**config.mk**
```make
export PLATFORM = sky130hd
export DESIGN_NAME = dacspi_regif
export DESIGN_NICKNAME = d
export VERILOG_FILES = /design/src/rtl/dacspi_pkg.sv /design/src/rtl/dacspi_link.sv /design/src/rtl/dacspi_chan_regs.sv /design/src/rtl/dacspi_grp_regs.sv /design/src/rtl/dacspi_regif.sv
export SDC_FILE = /design/constraint.sdc
export NUM_CORES = 1
export LEC_CHECK = 0
export ABC_CLOCK_PERIOD_IN_PS = 4700
export BUFFER_PORTS_ARGS = -buffer_cell sky130_fd_sc_hd__buf_2
export CORE_AREA = 2 2 390 392
export DETAILED_ROUTE_END_ITERATION = 10
export DIE_AREA = 0 0 392 394
export GPL_TIMING_DRIVEN = 0
export PLACE_DENSITY = 0.52
export SLEW_MARGIN = 20
export SYNTH_ARGS = -nofsm -noshare
export SYNTH_HDL_FRONTEND = slang
export SYNTH_SLANG_ARGS = --single-unit
export TNS_END_PERCENT = 5
```
**constraint.sdc**
```tcl
create_clock -name clk -period 4.7 [get_ports clk]
set_clock_uncertainty 0.2 [all_clocks]
set_input_delay 0.235 -clock clk [delete_from_list [all_inputs] [get_ports clk]]
set_output_delay 0.235 -clock clk [all_outputs]
set_load 0.05 [all_outputs]
```
**src/rtl/dacspi_pkg.sv**
```systemverilog
package dacspi_pkg;
   localparam int FRAME_W   = 24;
   localparam int FIELD_W   = 16;
   localparam int GOFS_W    = 14;
   localparam int ADDR_W    = 6;
   localparam int CHAN_BASE = 8;
   localparam int MAX_GRP   = 3;

   localparam logic [1:0] OP_SPECIAL = 2'd0;
   localparam logic [1:0] OP_GAIN    = 2'd1;
   localparam logic [1:0] OP_OFFSET  = 2'd2;
   localparam logic [1:0] OP_DATA    = 2'd3;

   localparam logic [ADDR_W-1:0] SF_CTRL  = 6'd1;
   localparam logic [ADDR_W-1:0] SF_GOFS0 = 6'd2;
   localparam logic [ADDR_W-1:0] SF_RDBK  = 6'd5;

   localparam logic [2:0] SRC_CODE     = 3'd0;
   localparam logic [2:0] SRC_CODE_ALT = 3'd1;
   localparam logic [2:0] SRC_OFS      = 3'd2;
   localparam logic [2:0] SRC_GAIN     = 3'd3;
   localparam logic [2:0] SRC_SPECIAL  = 3'd4;

   typedef struct packed {
      logic [1:0]         op;
      logic [ADDR_W-1:0]  addr;
      logic [FIELD_W-1:0] data;
   } frame_t;
endpackage

```
**src/rtl/dacspi_link.sv**
```systemverilog
module dacspi_link
   import dacspi_pkg::*;
#(
   parameter int SYNC_STAGES = 2
) (
   input  logic               clk,
   input  logic               rst_n,
   input  logic               sclk_i,
   input  logic               cs_n_i,
   input  logic               mosi_i,
   input  logic [FRAME_W-1:0] tx_word_i,
   output logic               frame_start_o,
   output logic               frame_vld_o,
   output logic [FRAME_W-1:0] frame_o,
   output logic               miso_o
);
   localparam int CNT_W = $clog2(FRAME_W + 1) + 1;
   localparam logic [CNT_W-1:0] CNT_MAX = '1;

   if (SYNC_STAGES < 2) begin : g_bad_sync
      $error("SYNC_STAGES must be at least 2");
   end

   logic [SYNC_STAGES:0]   sclk_p, cs_p;
   logic [SYNC_STAGES-1:0] mosi_p;
   logic [CNT_W-1:0]       cnt_q;
   logic [FRAME_W-1:0]     rx_q, tx_q;
   logic sclk_rise, sclk_fall, cs_act, cs_stop;

   always_ff @(posedge clk or negedge rst_n) begin
      if (!rst_n) begin
         sclk_p <= '0;
         cs_p   <= '1;
         mosi_p <= '0;
      end else begin
         sclk_p <= {sclk_p[SYNC_STAGES-1:0], sclk_i};
         cs_p   <= {cs_p[SYNC_STAGES-1:0], cs_n_i};
         mosi_p <= {mosi_p[SYNC_STAGES-2:0], mosi_i};
      end
   end

   assign sclk_rise     = sclk_p[SYNC_STAGES-1] & ~sclk_p[SYNC_STAGES];
   assign sclk_fall     = ~sclk_p[SYNC_STAGES-1] & sclk_p[SYNC_STAGES];
   assign cs_act        = ~cs_p[SYNC_STAGES-1];
   assign frame_start_o = cs_act & cs_p[SYNC_STAGES];
   assign cs_stop       = ~cs_act & ~cs_p[SYNC_STAGES];

   always_ff @(posedge clk or negedge rst_n) begin
      if (!rst_n) begin
         cnt_q <= '0;
         rx_q  <= '0;
         tx_q  <= '0;
      end else begin
         if (frame_start_o) begin
            cnt_q <= '0;
            tx_q  <= tx_word_i;
         end else if (cs_act) begin
            if (sclk_rise) begin
               rx_q <= {rx_q[FRAME_W-2:0], mosi_p[SYNC_STAGES-1]};
               if (cnt_q != CNT_MAX) cnt_q <= cnt_q + 1'b1;
            end
            if (sclk_fall) tx_q <= {tx_q[FRAME_W-2:0], 1'b0};
         end
      end
   end

   assign frame_vld_o = cs_stop && (cnt_q == CNT_W'(FRAME_W));
   assign frame_o     = rx_q;
   assign miso_o      = cs_act & tx_q[FRAME_W-1];


   vld_pulse_chk: assert property (@(posedge clk) disable iff (!rst_n)
      frame_vld_o |=> !frame_vld_o);

   cnt_clear_chk: assert property (@(posedge clk) disable iff (!rst_n)
      frame_start_o |=> (cnt_q == '0));
endmodule

```
**src/rtl/dacspi_chan_regs.sv**
```systemverilog
module dacspi_chan_regs
   import dacspi_pkg::*;
#(
   parameter int NCH      = 16,
   parameter int RES_BITS = 16,
   parameter int CHW      = 4
) (
   input  logic                    clk,
   input  logic                    rst_n,
   input  logic                    wr_en_i,
   input  logic [1:0]              wr_op_i,
   input  logic [CHW-1:0]          wr_ch_i,
   input  logic [FIELD_W-1:0]      wr_data_i,
   input  logic [1:0]              rd_op_i,
   input  logic [CHW-1:0]          rd_ch_i,
   output logic [FIELD_W-1:0]      rd_val_o,
   output logic [NCH*RES_BITS-1:0] code_o,
   output logic [NCH*RES_BITS-1:0] ofs_o,
   output logic [NCH*RES_BITS-1:0] gain_o
);
   logic [RES_BITS-1:0] code_q [NCH];
   logic [RES_BITS-1:0] ofs_q  [NCH];
   logic [RES_BITS-1:0] gain_q [NCH];
   logic [RES_BITS-1:0] fld, rd_raw;

   assign fld = wr_data_i[FIELD_W-1 -: RES_BITS];

   for (genvar i = 0; i < NCH; i++) begin : g_ch
      always_ff @(posedge clk or negedge rst_n) begin
         if (!rst_n) begin
            code_q[i] <= '0;
            ofs_q[i]  <= '0;
            gain_q[i] <= '1;
         end else if (wr_en_i && wr_ch_i == CHW'(i)) begin
            case (wr_op_i)
               OP_DATA:   code_q[i] <= fld;
               OP_OFFSET: ofs_q[i]  <= fld;
               OP_GAIN:   gain_q[i] <= fld;
               default:   ;
            endcase
         end
      end
      assign code_o[i*RES_BITS +: RES_BITS] = code_q[i];
      assign ofs_o[i*RES_BITS +: RES_BITS]  = ofs_q[i];
      assign gain_o[i*RES_BITS +: RES_BITS] = gain_q[i];
   end

   always_comb begin
      rd_raw = '0;
      for (int i = 0; i < NCH; i++) begin
         if (rd_ch_i == CHW'(i)) begin
            case (rd_op_i)
               OP_DATA:   rd_raw = code_q[i];
               OP_OFFSET: rd_raw = ofs_q[i];
               OP_GAIN:   rd_raw = gain_q[i];
               default:   rd_raw = '0;
            endcase
         end
      end
   end

   if (RES_BITS == FIELD_W) begin : g_full
      assign rd_val_o = rd_raw;
   end else begin : g_pad
      assign rd_val_o = {rd_raw, {(FIELD_W-RES_BITS){1'b0}}};
   end
endmodule

```
**src/rtl/dacspi_grp_regs.sv**
```systemverilog
module dacspi_grp_regs
   import dacspi_pkg::*;
#(
   parameter int NCH      = 16,
   parameter int GRP_SIZE = 8,
   parameter int NGRP     = 2
) (
   input  logic                  clk,
   input  logic                  rst_n,
   input  logic                  wr_en_i,
   input  logic [1:0]            wr_idx_i,
   input  logic [GOFS_W-1:0]     wr_val_i,
   input  logic [1:0]            rd_idx_i,
   output logic [GOFS_W-1:0]     rd_val_o,
   output logic [NCH*GOFS_W-1:0] ch_gofs_o
);
   logic [GOFS_W-1:0] gq [NGRP];

   for (genvar g = 0; g < NGRP; g++) begin : g_reg
      always_ff @(posedge clk or negedge rst_n) begin
         if (!rst_n)                                gq[g] <= '0;
         else if (wr_en_i && wr_idx_i == 2'(g))     gq[g] <= wr_val_i;
      end
   end

   always_comb begin
      rd_val_o = '0;
      for (int g = 0; g < NGRP; g++)
         if (rd_idx_i == 2'(g)) rd_val_o = gq[g];
   end

   for (genvar i = 0; i < NCH; i++) begin : g_map
      localparam int RAW = i / GRP_SIZE;
      localparam int GI  = (RAW >= NGRP) ? NGRP - 1 : RAW;
      assign ch_gofs_o[i*GOFS_W +: GOFS_W] = gq[GI];
   end
endmodule

```
**src/rtl/dacspi_regif.sv**
```systemverilog
module dacspi_regif
   import dacspi_pkg::*;
#(
   parameter int NCH      = 16,
   parameter int RES_BITS = 16,
   parameter int GRP_SIZE = 8,
   parameter int NGRP     = 2
) (
   input  logic                    clk,
   input  logic                    rst_n,
   input  logic                    spi_sclk,
   input  logic                    spi_cs_n,
   input  logic                    spi_mosi,
   output logic                    spi_miso,
   output logic [NCH*RES_BITS-1:0] ch_code,
   output logic [NCH*RES_BITS-1:0] ch_ofs,
   output logic [NCH*RES_BITS-1:0] ch_gain,
   output logic [NCH*GOFS_W-1:0]   ch_grp_ofs,
   output logic                    pwr_down
);
   localparam int CHW = (NCH > 1) ? $clog2(NCH) : 1;

   if (NCH < 1 || NCH > (1 << ADDR_W) - CHAN_BASE) begin : g_bad_nch
      $error("NCH out of range");
   end
   if (RES_BITS != 14 && RES_BITS != 16) begin : g_bad_res
      $error("RES_BITS must be 14 or 16");
   end
   if (NGRP < 1 || NGRP > MAX_GRP) begin : g_bad_grp
      $error("NGRP must be 1..3");
   end
   if (GRP_SIZE < 1) begin : g_bad_gs
      $error("GRP_SIZE must be positive");
   end

   logic               frame_start, frame_vld;
   logic [FRAME_W-1:0] frame_raw, tx_word;
   frame_t             fr;
   logic               rb_pend_q;
   logic [FIELD_W-1:0] rb_word_q, ctrl_q;

   dacspi_link u_link (
      .clk           (clk),
      .rst_n         (rst_n),
      .sclk_i        (spi_sclk),
      .cs_n_i        (spi_cs_n),
      .mosi_i        (spi_mosi),
      .tx_word_i     (tx_word),
      .frame_start_o (frame_start),
      .frame_vld_o   (frame_vld),
      .frame_o       (frame_raw),
      .miso_o        (spi_miso)
   );

   assign fr      = frame_t'(frame_raw);
   assign tx_word = rb_pend_q ? {{(FRAME_W-FIELD_W){1'b0}}, rb_word_q} : '0;

   // write decode
   logic [ADDR_W-1:0] ch_off, g_off;
   logic ch_ok, g_ok, sf_acc, chan_wr, grp_wr;

   assign ch_off  = fr.addr - ADDR_W'(CHAN_BASE);
   assign ch_ok   = (fr.addr >= ADDR_W'(CHAN_BASE)) && (ch_off < ADDR_W'(NCH));
   assign g_off   = fr.addr - SF_GOFS0;
   assign g_ok    = (fr.addr >= SF_GOFS0) && (g_off < ADDR_W'(NGRP));
   assign sf_acc  = frame_vld && (fr.op == OP_SPECIAL);
   assign chan_wr = frame_vld && (fr.op != OP_SPECIAL) && ch_ok;
   assign grp_wr  = sf_acc && g_ok;

   // readback decode
   logic [2:0]         rb_src;
   logic [ADDR_W-1:0]  rb_addr, rb_choff, rb_goff;
   logic               rb_chok, rb_gok;
   logic [1:0]         rd_op;
   logic [FIELD_W-1:0] chan_rd, rb_val;
   logic [GOFS_W-1:0]  grp_rd;

   assign rb_src   = fr.data[15:13];
   assign rb_addr  = fr.data[12:7];
   assign rb_choff = rb_addr - ADDR_W'(CHAN_BASE);
   assign rb_chok  = (rb_addr >= ADDR_W'(CHAN_BASE)) && (rb_choff < ADDR_W'(NCH));
   assign rb_goff  = rb_addr - SF_GOFS0;
   assign rb_gok   = (rb_addr >= SF_GOFS0) && (rb_goff < ADDR_W'(NGRP));

   always_comb begin
      case (rb_src)
         SRC_CODE, SRC_CODE_ALT: rd_op = OP_DATA;
         SRC_OFS:                rd_op = OP_OFFSET;
         SRC_GAIN:               rd_op = OP_GAIN;
         default:                rd_op = OP_SPECIAL;
      endcase
   end

   dacspi_chan_regs #(.NCH(NCH), .RES_BITS(RES_BITS), .CHW(CHW)) u_chan (
      .clk       (clk),
      .rst_n     (rst_n),
      .wr_en_i   (chan_wr),
      .wr_op_i   (fr.op),
      .wr_ch_i   (ch_off[CHW-1:0]),
      .wr_data_i (fr.data),
      .rd_op_i   (rd_op),
      .rd_ch_i   (rb_choff[CHW-1:0]),
      .rd_val_o  (chan_rd),
      .code_o    (ch_code),
      .ofs_o     (ch_ofs),
      .gain_o    (ch_gain)
   );

   dacspi_grp_regs #(.NCH(NCH), .GRP_SIZE(GRP_SIZE), .NGRP(NGRP)) u_grp (
      .clk       (clk),
      .rst_n     (rst_n),
      .wr_en_i   (grp_wr),
      .wr_idx_i  (g_off[1:0]),
      .wr_val_i  (fr.data[GOFS_W-1:0]),
      .rd_idx_i  (rb_goff[1:0]),
      .rd_val_o  (grp_rd),
      .ch_gofs_o (ch_grp_ofs)
   );

   always_comb begin
      rb_val = '0;
      case (rb_src)
         SRC_CODE, SRC_CODE_ALT, SRC_OFS, SRC_GAIN:
            if (rb_chok) rb_val = chan_rd;
         SRC_SPECIAL:
            if (rb_addr == SF_CTRL) rb_val = ctrl_q;
            else if (rb_gok)        rb_val = {{(FIELD_W-GOFS_W){1'b0}}, grp_rd};
         default: rb_val = '0;
      endcase
   end

   always_ff @(posedge clk or negedge rst_n) begin
      if (!rst_n) begin
         ctrl_q    <= '0;
         rb_pend_q <= 1'b0;
         rb_word_q <= '0;
      end else begin
         if (sf_acc && fr.addr == SF_CTRL) ctrl_q <= fr.data;
         if (frame_start) begin
            rb_pend_q <= 1'b0;
         end else if (sf_acc && fr.addr == SF_RDBK) begin
            rb_pend_q <= 1'b1;
            rb_word_q <= rb_val;
         end
      end
   end

   assign pwr_down = ctrl_q[0];


   pwr_hold_chk: assert property (@(posedge clk) disable iff (!rst_n)
      !frame_vld |=> $stable(pwr_down));

   code_hold_chk: assert property (@(posedge clk) disable iff (!rst_n)
      !frame_vld |=> $stable(ch_code) && $stable(ch_ofs) && $stable(ch_gain));

   rb_consume_chk: assert property (@(posedge clk) disable iff (!rst_n)
      frame_start |=> !rb_pend_q);

   grp_hold_chk: assert property (@(posedge clk) disable iff (!rst_n)
      !frame_vld |=> $stable(ch_grp_ofs));
endmodule

```
### After elaboration in Yosys (flattened, before gate mapping)

Index checks and enable logic that the tools add are counted.

| storage, ports and cells | value |
|---|---|
| flip-flop bits (word level) | 891 |
| output and inout bits | 994 |

| operators by class | value |
|---|---|
| add/subtract/negate cells | 5 |
| magnitude comparators | 8 |
| equal/unequal tests | 48 |
| mux-type cells | 49 |
| bitwise operators | 10 |
| reduce and logical (&&, ||, !) cells | 94 |

Operators by type and width:

| kind | count |
|---|---|
| case mux 16 bit (3 select lines) | 16 |
| 2-to-1 mux 16 bit | 19 |
| AND reduction 2 bit | 50 |
| 2-to-1 mux 24 bit | 3 |
| == test 4 bit (second input constant) | 16 |
| 2-to-1 mux 14 bit | 3 |
| == test 4 x 3 -> 1 bit (second input constant) | 8 |
| case mux 16 bit (2 select lines) | 1 |
| logical AND 1 bit | 29 |
| 2-to-1 mux 6 bit | 4 |
| == test 4 x 2 -> 1 bit (second input constant) | 4 |
| == test 6 x 1 -> 1 bit (second input constant) | 2 |
| greater-or-equal comparator 6 x 2 -> 1 bit (second input constant) | 2 |
| greater-or-equal comparator 6 x 4 -> 1 bit (second input constant) | 2 |
| less-than comparator 6 x 2 -> 1 bit (second input constant) | 2 |
| less-than comparator 6 x 5 -> 1 bit (second input constant) | 2 |
| subtractor 6 x 2 -> 6 bit (second input constant) | 2 |
| subtractor 6 x 4 -> 6 bit (second input constant) | 2 |
| nonzero test 2 bit | 5 |
| == test 2 x 1 -> 1 bit (second input constant) | 4 |
| == test 2 bit (second input constant) | 4 |
| == test 4 x 1 -> 1 bit (second input constant) | 2 |
| logical NOT 4 bit | 2 |
| adder 6 x 1 -> 6 bit (second input constant) | 1 |
| 16 further kinds | 29 |

### Depth between registers and ports, before layout

Gate-level depths: netlist of the first run.

| logic depth | value |
|---|---|
| depth in word-level cells | 23 |
| mapped depth | 14 |

### By module

Synthesis of the first run repeated with hierarchy kept, for this count alone.

| unflattened totals | value |
|---|---|
| cells, all modules | 3332 |
| area total of the unflattened synthesis | 44189.9 µm² |

By module, submodules not included:

| module | times used | cells an instance | area each (µm²) |
|---|---|---|---|
| dacspi_chan_regs | 1 | 2600 | 36292.3 |
| dacspi_link | 1 | 185 | 2825.2 |
| dacspi_grp_regs | 1 | 287 | 2753.9 |
| dacspi_regif | 1 | 260 | 2318.5 |

### Least setup slack after synthesis of the first run

No wires, ideal clock.

| timing | value |
|---|---|
| path type | register to register |
| from | register u_link.rx_q[8], in the netlist u_link.frame_o[8] |
| to | register rb_word_q[10] |
| library setup time | 0.066 ns |
| arrival time | 3.013 ns |
| required time | 4.434 ns |
| path slack | 1.421 ns |
| stages on the path, launching flop included | 13 |
| buffers on the path | 4 |
| period minus slack after synthesis | 3.279 ns |
| path through | dfrtp_1 > clkbuf_1 > clkbuf_1 > clkbuf_1 > inv_1 > ha_1 > or3_1 > o21ai_0 > nor3b_1 > clkbuf_1 > a22oi_1 > a31oi_1 > o31a_1 |

| between the ends | value |
|---|---|
| longest elaborated chain between the ends | 20 |

RTL lines:

| what | line | source |
|---|---|---|
| from (decl) | dacspi_link.sv:27 | `logic [FRAME_W-1:0] rx_q, tx_q;` |
| from (signal assigned) | dacspi_link.sv:59 | `rx_q <= {rx_q[FRAME_W-2:0], mosi_p[SYNC_STAGES-1]};` |
| subtractor 6 x 4 -> 6 bit | dacspi_regif.sv:80 | `assign rb_choff = rb_addr - ADDR_W'(CHAN_BASE);` |
| logical NOT 4 bit | dacspi_chan_regs.sv:51 | `if (rd_ch_i == CHW'(i)) begin` |
| 2-to-1 mux 16 bit (16 in series) | dacspi_chan_regs.sv:51 |  |
| 2-to-1 mux 16 bit | dacspi_regif.sv:124 | `if (rb_chok) rb_val = chan_rd;` |
| case mux 16 bit (2 select lines) (*) | dacspi_regif.sv:122 | `case (rb_src)` |
| to (signal assigned) | dacspi_regif.sv:143 | `rb_word_q <= rb_val;` |
| to (decl) | dacspi_regif.sv:40 | `logic [FIELD_W-1:0] rb_word_q, ctrl_q;` |

Mark *: on every way between the ends. The rest lies on a longest branch, timed or not.
A chain may end at the register's enable or synchronous reset.

### Worst setup path after layout of the first run

| timing | value |
|---|---|
| from | register u_link.rx_q[14], in the netlist u_link.frame_o[14] |
| to | register rb_word_q[11] |

| between the ends | value |
|---|---|
| longest elaborated chain between the ends | 23 |

RTL lines:

| what | line | source |
|---|---|---|
| == test 3 x 1 -> 1 bit or logical NOT 3 bit (tied branches) | dacspi_regif.sv:86, dacspi_regif.sv:122 |  |
| OR reduction 2 bit | dacspi_regif.sv:86 | `case (rb_src)` |
| case mux 2 bit (3 select lines) | dacspi_regif.sv:86 |  |
| == test 2 x 1 -> 1 bit or == test 2 bit (tied branches) | dacspi_chan_regs.sv:52 | `case (rd_op_i)` |
| case mux 16 bit (3 select lines) | dacspi_chan_regs.sv:52 |  |
| 2-to-1 mux 16 bit (16 in series) | dacspi_chan_regs.sv:51 |  |
| 2-to-1 mux 16 bit | dacspi_regif.sv:124 |  |
| case mux 16 bit (2 select lines) (*) | dacspi_regif.sv:122 |  |

Marks and branches as above.

==> impl_summary.txt, run 1 <==
----------------------------------------------------
[Worst hold path]
  Hold_sp ... u_link.mosi_p[0]
  Worst Hold Class ... flip-flop to flip-flop
  Hold Crit Endpoint ... u_link.mosi_p[1]
  Cell count of the worst hold path ... 0

[Logic synthesis]
  Post-Syn Instances ... 3582
  Syn_area_per_cell ... between 10 and 15 sq um
  Largest area contributor in the synthesized netlist ... sky130_fd_sc_hd__dfrtp_1
  Post-Synthesis Cell Area ... roughly 0.044 sq mm
  Number of enable flip-flop cells after synthesis ... 0
  Ys async rst share ... 1.00
  Synth top area share ... 0.361
  Post-synth top flop ... sky130_fd_sc_hd__dfrtp_1
  Synthesized netlist net count ... 3597
  Synthesized flop and latch total ... between 800 and 900
  Number of distinct library cell variants in the gate-level netlist after synthesis ... 85
  Yosys warnings ... 0
  Cells taking the most area after synthesis ... sky130_fd_sc_hd__dfrtp_1, sky130_fd_sc_hd__mux2_2, sky130_fd_sc_hd__dfstp_2
  Sequential-to-total area share from yosys stat ... 0.516

[Setup path]
  Launching point of the worst reg2reg path ... u_link.frame_o[14]
  End of the worst register-to-register path ... rb_word_q[11]
  Kind of end point of the critical path ... flip-flop
  Depth of the worst register-to-register path ... 8
  Top delay family on crit path ... buffers and inverters
  Largest stage delay on the critical path ... ~0.8 ns
  Worst EP required ... between 5 and 6 ns
  Arrival time at the worst endpoint ... roughly 5.3 ns
  Worst Setup Path Type ... flip-flop to flip-flop
  Number of buffers and inverters on the critical path ... 5
  Most used cell, CP ... sky130_fd_sc_hd__clkbuf_1
  Worst reg2reg setup slack ... -0.23 ns
  Launching element type of the critical path ... flip-flop
  CP max-delay cell ... sky130_fd_sc_hd__buf_1
  Cell breakdown of the critical path ... clkbuf_1, clkbuf_1, buf_2, clkbuf_2, buf_1, a211oi_1, o41ai_1, o211ai_1
  Largest fanout on the critical path ... 10

[Global routing]
  Global-route wire length before repair ... 363000 microns
  Vias in the first global route ... about 36k
  Global-route usage over all layers ... 0.356
  Number of antenna violations at the first check in global routing ... 21
  Overflow left after global routing ... 0
  Maximum number of pins on one net before global-route repair ... 124

[Power]
  P_leak ... 27.6 nW
  Sum of internal, switching and leakage power ... ~17 mW
  Worst IR Drop VDD ... around 300 uV
  Power per unit of standard cell area ... 304 mW/mm^2

[Outcome]
  Failing checks ... setup timing
  Run status ... complete, but fails checks

[STA]
  Endpoints failing hold ... 0
  Max Transition Viols Final ... 0
  Fraction of the cycle the final worst path needs ... 1.05
  Maximum frequency from static timing analysis ... slightly above 200 MHz
  Setup violators final ... 19
  Final Critical Period ... ~4.9 ns
  Max-slew headroom at the worst pin ... 0.134
  Worst-margin pin slew ... 1.27 ns
  Post-layout worst setup margin ... -0.228 ns
  Unrepaired setup endpoints after global routing ... yes

[Job]
  # Max-Cap Violations ... 0

[Route]
  Detailed-route wire length on metal 1 ... around 100000 microns
  Detailed-routed wire length on met3 ... approximately 30000 microns
  Detailed-route wire length per cell ... roughly 41 microns
  Mean number of vias per cell ... 5.59
  Routed vias ... ~38k
  Drt pass-1 iters ... 8
  Highest routing layer actually used ... met5
  DRT iter0 DRCs ... 4324
  Wire length after detailed routing ... about 280000 microns
  Routed wl met2 ... around 130000 microns
  Post-detailed-route DRC marker count ... 0
  Antenna violation net count after detailed routing ... 0

[Layout]
  Reg area ... roughly 0.023 sq mm
  Proportion of layout cells with a drive suffix above 1 ... 0.561
  Layout fillers ... roughly 15k
  Leading cell type in the layout, fill and taps excluded ... sky130_fd_sc_hd__buf_2
  Top library cells by usage in the layout, fill and taps aside ... sky130_fd_sc_hd__buf_2, sky130_fd_sc_hd__mux2_2, sky130_fd_sc_hd__dfrtp_1
  Total Nets Final ... between 4k and 5k
  Syn-to-layout area delta ... 27.4%
  Area used by multi-input combinational logic ... ~0.018 sq mm
  Post-route cell area ... 0.0558 sq mm

[Clock tree]
  Total number of H-tree levels ... 3
  Clock tree root driver cell ... sky130_fd_sc_hd__clkbuf_16
  Clock-pin slew on the worst setup and hold paths ... 0.06 ns
  Num Clock Sinks ... between 800 and 900
  Latest clock arrival within the worst-skew pair ... 0.77 ns
  TritonCTS clock tree ... done
  Number of buffers inserted by post-CTS setup repair ... 0
  Bufs on Longest Clock Path ... 3
  CTS Buf Count ... roughly 100

[Place]
  Half-perimeter wire length after placement ... around 220000 microns
  Number of port buffers ... approximately 1000
  GPL Wtd Cong ... roughly 1.0
  Area after detailed placement ... around 0.052 sq mm

[Floorplanning]
  Number of placed I/O pins ... between 900 and 1k
  FP Rows ... 143
  DIE AREA ... approximately 0.15 sq mm
  Std-Cell Core Area ... ~0.15 sq mm
  Initial cell density of the core ... 0.291
  Chip Height ... around 390 microns
  Die width ... 392 microns

----------------------------------------------------
## per-stage QoR
| step | utilization | instances | hold WS, ns | setup slack [ns] | setup TNS, ns |
|---|---|---|---|---|---|
| CTS | 0.370 | 6840 | 0.147 | 0.0110 | 0 |
| floorplan | - | 3582 | -0.261 | 1.42 | 0 |
| global placement | 0.341 | 6610 | 0.139 | -17.19 | - |
| global route | 0.370 | 6840 | 0.152 | -0.0727 | -0.141 |
| detailed placement | 0.346 | 6641 | -0.0715 | -0.879 | -20.13 |
| finish | 0.371 | 6848 | 0.145 | -0.228 | -1.30 |
## repair_timing
| action | 4_1_cts | 5_1_grt |
|---|---|---|
| resized for setup | 39 | 7 |
| hold buffers | 9 | 0 |
| endpoints found under the setup margin | 76 | 8 |
| pin swaps | 0 | 0 |
| endpoints found under the hold margin | 234 | 0 |
## cells by family after synthesis
family | after synthesis | share of synthesized area
buffers and inverters | 505 | 0.0644
AO/OA/AOI/OAI | 605 | 0.0921
multiplexers | 1009 | 0.257
adder cells (fa/ha/maj) | 10 | 0.00286
AND/OR/NAND/NOR | 556 | 0.0664
flip-flops | 891 | 0.516
XOR/XNOR | 6 | 0.00120
## layout make-up
type | instances | area share
Multi-Input combinational cell | 2186 | 0.331
Timing Repair Buffer | 1038 | 0.103
Buffer | 492 | 0.0526
Clock inverter | 43 | 0.00908
Clock buffer | 148 | 0.0526
Tap cell | 2030 | 0.0455
Antenna cell | 8 | 0.000359
Inverter | 12 | 0.000807
Sequential cell | 891 | 0.405
## worst max path at each step
stage	start	to	slack, ns	cells after the start
global placement	rst_n	u_chan.ofs_o[139]	-17.19	1
finish	u_link.frame_o[14]	rb_word_q[11]	-0.23	8
global route	u_link.frame_o[14]	rb_word_q[11]	-0.07	8
CTS	u_link.frame_o[13]	rb_word_q[3]	0.01	10
floorplan	u_link.frame_o[8]	rb_word_q[10]	1.42	12
detailed placement	u_link.frame_o[13]	rb_word_q[8]	-0.88	10
## routing by layer
layer | track usage | vias up
li1 | - | 15200
met1 | 0.414 | 20000
met2 | 0.561 | 2524
met3 | 0.122 | 606
met4 | 0.223 | 8
met5 | 0 | -
## worst reg2reg max path: stages, from the launching register on
cell	delay (ns)
sky130_fd_sc_hd__dfrtp_1	0.32
sky130_fd_sc_hd__clkbuf_1	0.47
sky130_fd_sc_hd__clkbuf_1	0.52
sky130_fd_sc_hd__buf_2	0.70
sky130_fd_sc_hd__clkbuf_2	0.69
sky130_fd_sc_hd__buf_1	0.83
sky130_fd_sc_hd__a211oi_1	0.30
sky130_fd_sc_hd__o41ai_1	0.60
sky130_fd_sc_hd__o211ai_1	0.15
## report_power, final
part           internal, mW  leakage (nW)  switching (mW)
clock network          4.79          1.69            3.66
registers              7.70          11.5          0.0836
logic                 0.100          14.4           0.627
## registers in the layout (all words and copies together), names as in the netlist, 6 cells and up
signal           cells
u_link.cnt_q         6
u_grp.ch_gofs_o     28
rb_word_q           16
u_chan.code_o      256
u_chan.ofs_o       256
u_link.tx_q         24
ctrl_q              16
u_link.frame_o      24
u_chan.gain_o      256
## Yosys cell counts (all sizes together), types with 4 or more instances
| cell | number |
|---|---|
| o311ai | 5 |
| nand4 | 22 |
| o31ai | 7 |
| mux2i | 173 |
| o21ai | 122 |
| o2bb2ai | 6 |
| o22ai | 13 |
| a211o | 4 |
| nand2b | 7 |
| o211ai | 28 |
| nor3 | 20 |
| a22o | 12 |
| a211oi | 76 |
| nand4b | 4 |
| a2111oi | 16 |
| a221o | 22 |
| a21oi | 163 |
| a31oi | 12 |
| nor2b | 11 |
| a221oi | 33 |
| xor2 | 4 |
| a32oi | 11 |
| ha | 10 |
| dfrtp | 632 |
| nand3b | 4 |
| clkbuf | 174 |
| buf | 319 |
| nor4 | 12 |
| dfstp | 259 |
| mux2 | 836 |
| a22oi | 33 |
| nand4bb | 5 |
| nor2 | 205 |
| or3 | 8 |
| and3 | 18 |
| nand3 | 27 |
| o2111ai | 8 |
| o221ai | 7 |
| a32o | 5 |
| and2 | 4 |
| inv | 12 |
| nor3b | 5 |
| nand2 | 189 |
(Power assumes the default switching activity.)
==> run 2, diff against run 1 <==
ABC_CLOCK_PERIOD_IN_PS = 4000   (was 4700)
PLACE_DENSITY = 0.54   (was 0.52)
clock period = 4 ns   (was 4.7 ns; I/O delays follow)
==> impl_summary.txt, run 2 (synthesis gave the netlist of run 1 again) <==
----------------------------------------------------
[Clock tree]
  TritonCTS clock tree ... done (unchanged)
  Total number of H-tree levels ... 3 (unchanged)
  Num Clock Sinks ... 891 (unchanged)
  CTS Buf Count ... 101 (unchanged)
  Clock tree root driver cell ... sky130_fd_sc_hd__clkbuf_16 (unchanged)
  Latest clock arrival within the worst-skew pair ... 0.79 ns (was 0.77 ns)
  Bufs on Longest Clock Path ... 3 (unchanged)
  Clock-pin slew on the worst setup and hold paths ... 0.07 ns (was 0.06 ns)

[Route]
  Mean number of vias per cell ... 5.62 (was 5.59)
  Routed vias ... 38.5k (was 38.3k)
  Antenna violation net count after detailed routing ... 0 (unchanged)
  Post-detailed-route DRC marker count ... 0 (unchanged)
  Drt pass-1 iters ... 8 (unchanged)
  Detailed-route wire length per cell ... 41.7 microns (was 41.5 microns)
  DRT iter0 DRCs ... 4427 (was 4324)
  Wire length after detailed routing ... 286000 microns (was 284000 microns)

[STA]
  Maximum frequency from static timing analysis ... 234 MHz (was 203 MHz)
  Max Transition Viols Final ... 0 (unchanged)
  Setup violators final ... 27 (was 19)
  Post-layout worst setup margin ... -0.265 ns (was -0.228 ns)
  Unrepaired setup endpoints after global routing ... yes (unchanged)
  Endpoints failing hold ... 0 (unchanged)
  Final Critical Period ... 4.27 ns (was 4.93 ns)
  Worst-margin pin slew ... 1.28 ns (was 1.27 ns)
  Max-slew headroom at the worst pin ... 0.149 (was 0.134)
  Total negative slack ... -2.30 ns (was -1.30 ns)
  Fraction of the cycle the final worst path needs ... 1.07 (was 1.05)

[Outcome]
  Failing checks ... setup timing (unchanged)
  Run status ... complete, but fails checks (unchanged)

[Worst hold path]
  Worst Hold Class ... flip-flop to flip-flop (unchanged)
  Hold_sp ... u_link.mosi_p[0] (unchanged)

[Layout]
  Post-route cell area ... 0.0564 sq mm (was 0.0558 sq mm)
  Leading cell type in the layout, fill and taps excluded ... sky130_fd_sc_hd__buf_2 (unchanged)
  Proportion of layout cells with a drive suffix above 1 ... 0.572 (was 0.561)
  Top library cells by usage in the layout, fill and taps aside ... sky130_fd_sc_hd__buf_2, sky130_fd_sc_hd__mux2_2, sky130_fd_sc_hd__dfrtp_1 (unchanged)
  Layout fillers ... 15.2k (about the same)
  Reg area ... 0.0226 sq mm (about the same)
  Final Core Density ... 0.374 (was 0.371)
  Syn-to-layout area delta ... 28.6% (was 27.4%)
  Area used by multi-input combinational logic ... 0.0186 sq mm (was 0.0185 sq mm)
  Total Nets Final ... 4747 (was 4737)

[Power]
  Sum of internal, switching and leakage power ... 20.1 mW (was 17.0 mW)
  Power per unit of standard cell area ... 357 mW/mm^2 (was 304 mW/mm^2)
  Worst IR Drop VDD ... 368 uV (was 304 uV)
  P_leak ... 27.8 nW (was 27.6 nW)

[Setup path]
  Arrival time at the worst endpoint ... 4.74 ns (was 5.33 ns)
  Launching point of the worst reg2reg path ... u_link.frame_o[7] (was u_link.frame_o[14])
  Worst EP required ... 4.48 ns (was 5.11 ns)
  Kind of end point of the critical path ... flip-flop (unchanged)
  Worst reg2reg setup slack ... -0.27 ns (was -0.23 ns)
  Launching element type of the critical path ... flip-flop (unchanged)
  Worst Setup Path Type ... flip-flop to flip-flop (unchanged)
  Largest fanout on the critical path ... 10 (unchanged)
  Origin of the worst setup path ... u_link.frame_o[7] (was u_link.frame_o[14])

[Global routing]
  Number of antenna violations at the first check in global routing ... 20 (was 21)
  Routing usage on met3 ... 0.114 (was 0.122)
  Global-route wire length before repair ... 365000 microns (was 363000 microns)
  GR Util met2 ... 0.563 (was 0.561)
  Overflow left after global routing ... 0 (unchanged)
  Vias in the first global route ... 36.6k (was 36.4k)
  Met1 global-route usage ... 0.425 (was 0.414)
  Maximum number of pins on one net before global-route repair ... 133 (was 124)
  Global-route usage over all layers ... 0.359 (was 0.356)
  Busiest layer in global routing ... met2 (unchanged)

[Job]
  # Max-Cap Violations ... 0 (unchanged)

[Floorplanning]
  Std-Cell Core Area ... 0.151 sq mm (unchanged)
  Chip Height ... 394 microns (unchanged)
  Initial cell density of the core ... 0.291 (unchanged)
  Number of placed I/O pins ... 999 (unchanged)
  FP Rows ... 143 (unchanged)
  Die width ... 392 microns (unchanged)
  DIE AREA ... 0.154 sq mm (unchanged)

[Place]
  Area after detailed placement ... 0.0522 sq mm (was 0.0521 sq mm)
  Number of port buffers ... 998 (unchanged)
  GPL Wtd Cong ... 1.01 (was 1.02)
  Half-perimeter wire length after placement ... 221000 microns (was 219000 microns)

----------------------------------------------------
==> run 2: changes by cell type in the layout (fill, tap and decap cells not counted), sizes merged <==
cell,before,now
clkinv,29,21
clkbuf,321,327
diode,8,11
inv,13,14
buf,1346,1358
clkdlybuf4s15,3,1
==> run 2: metal layers <==
layer,wire length (microns),part of all wire
met5,156,0.00055
met4,21300,0.075
met3,28500,0.10
met2,129000,0.45
met1,107000,0.37
==> run 2: area by class of cell <==
class                      count  area share
clock buffer                 154      0.0535
inverter                      12    0.000866
tap                         2030      0.0451
sequential                   891       0.401
clock inverter                36     0.00913
timing repair buffer        1050       0.104
antenna                       11    0.000488
buffer                       490      0.0551
multi-input combinational   2186       0.331
==> run 2: what timing repair did <==
action | 4_1_cts | 5_1_grt
endpoints found under the hold margin | 263 | 0
hold buffers | 9 | 0
endpoints found under the setup margin | 148 | 61
pin swaps | 3 | 1
resized for setup | 135 | 32
setup buffers | 9 | 1
==> run 2: final timing paths <==
kind	end	depth (start not counted)
worst max register to register	rb_word_q[4]	8
worst min-delay path	u_link.mosi_p[1]	0
min in group asynchronous	u_chan.code_o[222]	4
worst min register to register	u_link.mosi_p[1]	0
max in group asynchronous	u_grp.ch_gofs_o[124]	6
worst max-delay path	rb_word_q[4]	8
==> run 2: critical path, cell delays in order (launching register included) <==
cell,delay (ns)
sky130_fd_sc_hd__dfrtp_1,0.56
sky130_fd_sc_hd__clkbuf_1,0.41
sky130_fd_sc_hd__nand2b_1,0.28
sky130_fd_sc_hd__nor2_2,0.67
sky130_fd_sc_hd__clkbuf_2,0.51
sky130_fd_sc_hd__a211oi_1,0.19
sky130_fd_sc_hd__a211oi_1,0.85
sky130_fd_sc_hd__o21ai_0,0.24
sky130_fd_sc_hd__a21bo_2,0.25
==> run 2: where the power goes <==
group          internal (mW)  leakage, nW  switching (mW)  total, mW
clock                   5.76         1.73            4.39       10.1
sequential              9.05         11.5           0.111       9.16
combinational          0.118         14.6           0.719      0.837
==> run 2: per-stage QoR <==
step	std cells	setup WS, ns	hold WS (ns)
3_5_place_dp	6643	-1.84	-0.158
6_report	6860	-0.265	0.146
4_1_cts	6849	-0.0600	0.151
2_1_floorplan	3582	0.721	-0.296
3_3_place_gp	6610	-17.56	0.112
5_1_grt	6849	-0.0905	0.170
